### src/rtl/fifo_addr_counter.sv
module fifo_addr_counter #(
  parameter int BLK_MSB  = 11,
  parameter int MAX_WSEL = 5,
  parameter int MAX_CSEL = 4,
  parameter int WSEL_W   = 3,
  parameter int CSEL_W   = 3
) (
  input  logic                 clk,
  input  logic                 clr,
  input  logic                 wr_en,
  input  logic                 rd_en,
  input  logic [WSEL_W-1:0]    wsel,
  input  logic [CSEL_W-1:0]    csel,
  output logic [BLK_MSB:0]     wr_addr,
  output logic [MAX_CSEL-1:0]  wr_blk,
  output logic [BLK_MSB:0]     rd_addr,
  output logic [MAX_CSEL-1:0]  rd_blk
);
  localparam int ADDR_W = BLK_MSB + 1;
  localparam int BLK_W  = MAX_CSEL;
  localparam int PTR_W  = ADDR_W + MAX_CSEL + 1;

  logic [WSEL_W-1:0] lo_q;
  logic [CSEL_W-1:0] cs_q;
  logic [PTR_W-1:0]  wp, rp;
  logic [PTR_W-1:0]  step, span, wrap_bit;
  logic [BLK_W-1:0]  blk_mask;
  logic              full, empty, do_wr, do_rd;

  assign step     = PTR_W'(1) << lo_q;
  assign span     = ~({PTR_W{1'b1}} << (ADDR_W + 1 + 32'(cs_q)));
  assign wrap_bit = PTR_W'(1) << (ADDR_W + 32'(cs_q));
  assign blk_mask = ~({BLK_W{1'b1}} << cs_q);

  assign empty = (wp == rp);
  assign full  = ((wp ^ rp) == wrap_bit);
  assign do_wr = wr_en && !full;
  assign do_rd = rd_en && !empty;

  always_ff @(posedge clk) begin
    if (clr) begin
      lo_q <= (32'(wsel) > MAX_WSEL) ? WSEL_W'(MAX_WSEL) : wsel;
      cs_q <= (32'(csel) > MAX_CSEL) ? CSEL_W'(MAX_CSEL) : csel;
      wp   <= '0;
      rp   <= '0;
    end else begin
      if (do_wr) wp <= (wp + step) & span;
      if (do_rd) rp <= (rp + step) & span;
    end
  end

  assign wr_addr = wp[ADDR_W-1:0];
  assign rd_addr = rp[ADDR_W-1:0];
  assign wr_blk  = wp[ADDR_W +: BLK_W] & blk_mask;
  assign rd_blk  = rp[ADDR_W +: BLK_W] & blk_mask;
endmodule

### config.mk
export PLATFORM = sky130hd
export DESIGN_NAME = fifo_addr_counter
export DESIGN_NICKNAME = d
export VERILOG_FILES = /design/src/rtl/fifo_addr_counter.sv
export SDC_FILE = /design/constraint.sdc
export NUM_CORES = 1
export LEC_CHECK = 0
export ABC_AREA = 1
export BUFFER_PORTS_ARGS = -buffer_cell sky130_fd_sc_hd__buf_2
export CAP_MARGIN = 20
export CORE_MARGIN = 3
export CORE_UTILIZATION = 35
export CTS_BUF_LIST = sky130_fd_sc_hd__clkbuf_4
export DETAILED_ROUTE_END_ITERATION = 8
export HOLD_SLACK_MARGIN = 0.03
export PLACE_DENSITY_LB_ADDON = 0.2
export SLEW_MARGIN = 40
export SYNTH_ARGS = -nofsm -noshare
export SYNTH_HDL_FRONTEND = slang
export SYNTH_SLANG_ARGS = --single-unit
export TNS_END_PERCENT = 20
### constraint.sdc
create_clock -name clk -period 2 [get_ports clk]
set_input_delay 0.1 -clock clk [delete_from_list [all_inputs] [get_ports clk]]
set_output_delay 0.1 -clock clk [all_outputs]
set_load 0.02 [all_outputs]
==> results.py <==
metrics = {
    "cts": {
        "cts.sinks": 40,
        "h-tree-depth": 2,
        "path_clk_slew_ns": 0.16,
        "tritoncts": "done",
        "numCtsBuffers": 5,
        "cts_buffer_depth": 2,
        "insertion_delay_ns": 0.39,
        "clock_tree.root_cell": "clkbuf_4",
    },
    "setup_path": {
        "r2r_cells": 14,
        "critPathCaptureType": "flip-flop",
        "crit_type": "reg -> reg",
        "r2r-start": "cs_q[1]$_SDFFCE_PN0P_",
        "arrival_ns": 2.38,
        "path_max_fanout": 5,
        "cp.required_ns": 2.30,
        "r2r_end": "wp[1]$_SDFFE_PP0P_",
        "rrSetupSlack_ns": -0.08,
        "startpoint_type": "flip-flop",
    },
    "pwr": {
        "leakagePower_nw": 2.48,
        "irDropWorstVdd_mv": 0.293,
        "pwr_density_cell_mw_per_mm2": 539,
        "p_total_mw": 2.69,
    },
    "yosys": {
        "ys_ff_latch": 40,
        "synth_cell_type_count": 44,
        "synth_edf_count": 6,
        "yosysWarnings": 0,
        "syn_inst": 628,
        "synth_top_area_cell": "dfxtp_1",
        "synth_ff_type": "dfxtp_1",
        "yosysSeqAreaShare_pct": 22.3,
        "synth.top_cell.area_share_pct": 17.6,
        "syn_nets": 655,
        "postSynthAreaPerCell_um2": 6.14,
        "ys_top_cells_by_area": "dfxtp_1 (18%), nand2_1 (17%), inv_1 (7.8%)",
        "yosysMostFrequentCell": "nand2_1",
        "synthTopCellsByCount": "nand2_1 (177), inv_1 (80), nor2_1 (70)",
        "syn_area_mm2": 0.00386,
        "async_flop_share_pct": 0,
    },
    "grt": {
        "antenna_found_initial": 0,
        "grt.total_usage_pct": 19.5,
        "grt_max_degree": 25,
        "grt_pass1_wl_mm": 19.8,
        "grt_pass1_vias": 4172,
        "grt_overflow_total": 0,
    },
    "floorplan": {
        "pin_count": 42,
        "num_rows": 37,
        "core_mm2": 0.0105,
        "die-area_mm2": 0.0123,
        "die-height_um": 111,
        "start_util_pct": 36.7,
        "fp.dieW_um": 111,
    },
    "timing": {
        "maxSlewHeadroom_pct": 43.5,
        "worst_slack_ns": -0.0786,
        "tns_ns": -1.16,
        "report.final.hold_viol_count": 0,
        "fin_skew_ns": 0.0292,
        "final.period_utilization_pct": 104,
        "fin_crit_ns": 2.08,
        "clock.fmax_ghz": 0.481,
        "slew_viol_final": 0,
        "rsz0062_at_grt": "yes",
        "max_slew.worst_pin.slew_ns": 0.846,
        "final-setup-viol-count": 26,
    },
    "layout": {
        "insertedDiodeCount": 0,
        "multi_input_area_mm2": 0.00268,
        "fin_util_pct": 47.4,
        "finalNonFillerCells": 850,
        "area_delta_synth_final_pct": 29.1,
        "drive_gt1_share_pct": 30.1,
        "fillers": 1076,
        "nets": 740,
        "regArea_um2": 863,
    },
    "route": {
        "ant_nets": 0,
        "drt_iter0_drc": 253,
        "drt_first_pass_iters": 5,
        "post-route-drc-count": 0,
        "avgRoutedWirePerCell_um": 14.3,
        "viasPerCell": 4.92,
        "drt_wl_total_mm": 12.2,
        "via_count": 4185,
    },
    "flow_run": {
        "max_cap_viol_count": 0,
    },
    "worst_hold_path": {
        "holdPathStages": 3,
        "holdPathEnd": "cs_q[1]$_SDFFCE_PN0P_",
        "hold_class": "in -> reg",
        "hp-start": "csel[1]",
    },
    "placed_design": {
        "port_buffers": 41,
        "dp_cells": 826,
        "hpwl_mm": 9.38,
        "finalWeightedCongestion": 0.885,
    },
    "run_status": {
        "violations": "setup timing",
        "status": "complete, but fails checks",
    },
}
-- power breakdown --
part	internal [mW]	switching [mW]	total [mW]	leakage, nW
Sequential	0.867	0.0682	0.935	0.336
Clock	0.261	0.336	0.597	0.0412
Combinational	0.450	0.703	1.15	2.10
-- registers in the layout (all words and copies together), names as in the netlist --
register / cells
lo_q: 3
wp: 17
cs_q: 3
rp: 17
-- how the worst max path moves through the flow --
| stage | slack [ns] | cells after the start | from | end |
|---|---|---|---|---|
| after floorplan | 0.06 | 15 | lo_q[1]$_SDFFCE_PN0P_ | wp[14]$_SDFFE_PP0P_ |
| after CTS | -0.08 | 13 | cs_q[1]$_SDFFCE_PN0P_ | wp[9]$_SDFFE_PP0P_ |
| after global placement | -0.24 | 10 | lo_q[1]$_SDFFCE_PN0P_ | wp[9]$_SDFFE_PP0P_ |
| after global routing | -0.23 | 15 | cs_q[1]$_SDFFCE_PN0P_ | wp[12]$_SDFFE_PP0P_ |
| final | -0.08 | 14 | cs_q[1]$_SDFFCE_PN0P_ | wp[1]$_SDFFE_PP0P_ |
| after detailed placement | -0.26 | 12 | lo_q[1]$_SDFFCE_PN0P_ | rp[9]$_SDFFE_PP0P_ |
-- critical path, stage by stage, from the launching register on --
cell and delay, ns:
edfxtp_1 0.46, buf_4 0.18, inv_2 0.07, ha_2 0.19, nand2_1 0.05, nand3_1 0.09, nand2_1 0.06, nand2_1 0.06
nand2_1 0.08, nor2_4 0.20, nand2_4 0.10, nand2_4 0.13, buf_6 0.13, a21oi_1 0.05, a211oi_2 0.13
-- per-layer routing --
layer  GRT usage [%]  part of all wire (%)  routed length [µm]  vias to the layer above
met1            25.0                    47                5680                     1916
met3            4.26                   5.6                 683                       20
met4            5.50                   2.1                 258                        0
met5               0                     0                   0                        -
li1                -                     -                   -                     2148
met2            32.8                    46                5570                      101
-- placed cells by master (no fill, tap or decap), types with 3 or more instances in the layout --
cell type      synthesis  layout
inv_2                  6       9
nand2_2               16      23
xnor2_1                9       8
buf_4                 26      61
nor2_2                 4       7
nor2_4                 1       5
o21ai_1                2       8
nand3b_1               3       3
ha_4                   0       6
nor2_1                70      63
nand3_1               47      41
buf_6                  6       7
ha_1                  17       9
dfxtp_1               34      32
nand2_4                2       5
dlygate4sd3_1          0       4
inv_1                 80      75
nand4_1               12      12
nor3_1                 6       3
buf_2                  1      40
nand2_1              177     168
edfxtp_1               6       6
clkbuf_4               0       5
a21oi_2                0       4
o21ai_2                1       3
a21oi_1               30      26
nand3_4                1       3
nand3_2                4       8
xor2_1                 6       6
inv_4                  3       5
o21ai_0               30      22
-- cells by family (layout without fill, tap and decap cells) --
group,Yosys count,in the layout,share of synthesized area [%]
AO/OA/AOI/OAI,79,81,11.8
XOR/XNOR,15,15,3.41
AND/OR/NAND/NOR,347,348,40.0
adder cells (fa/ha/maj),17,17,5.51
buffers and inverters,130,213,17.0
flip-flops,40,40,22.3
-- area by class of cell --
type / count / share of cell area [%]
multi-input cells: 461 / 53.8
flip-flops and latches: 40 / 17.3
repair buffers: 114 / 16.4
inverters: 91 / 7.41
well taps: 136 / 3.42
clock inverters: 3 / 0.854
clock buffers: 5 / 0.754
-- what timing repair did --
| item | in CTS | in global routing |
|---|---|---|
| cloned | 2 | 1 |
| endpoints found under the hold margin | 4 | 1 |
| pin swaps | 13 | 25 |
| hold buffers | 3 | 1 |
| resized for setup | 38 | 47 |
| buffers inserted | 6 | 3 |
| endpoints found under the setup margin | 30 | 35 |
-- stage by stage --
step	instance area, µm²	hold WS, ns	setup WS [ns]
final	4980	0.0165	-0.0786
after global routing	4980	0.0496	-0.228
after CTS	4730	0.0313	-0.0777
after detailed placement	4410	0.302	-0.257
after global placement	4410	0.293	-0.238
after floorplan	3860	0.212	0.0567
(Power assumes the default switching activity.)
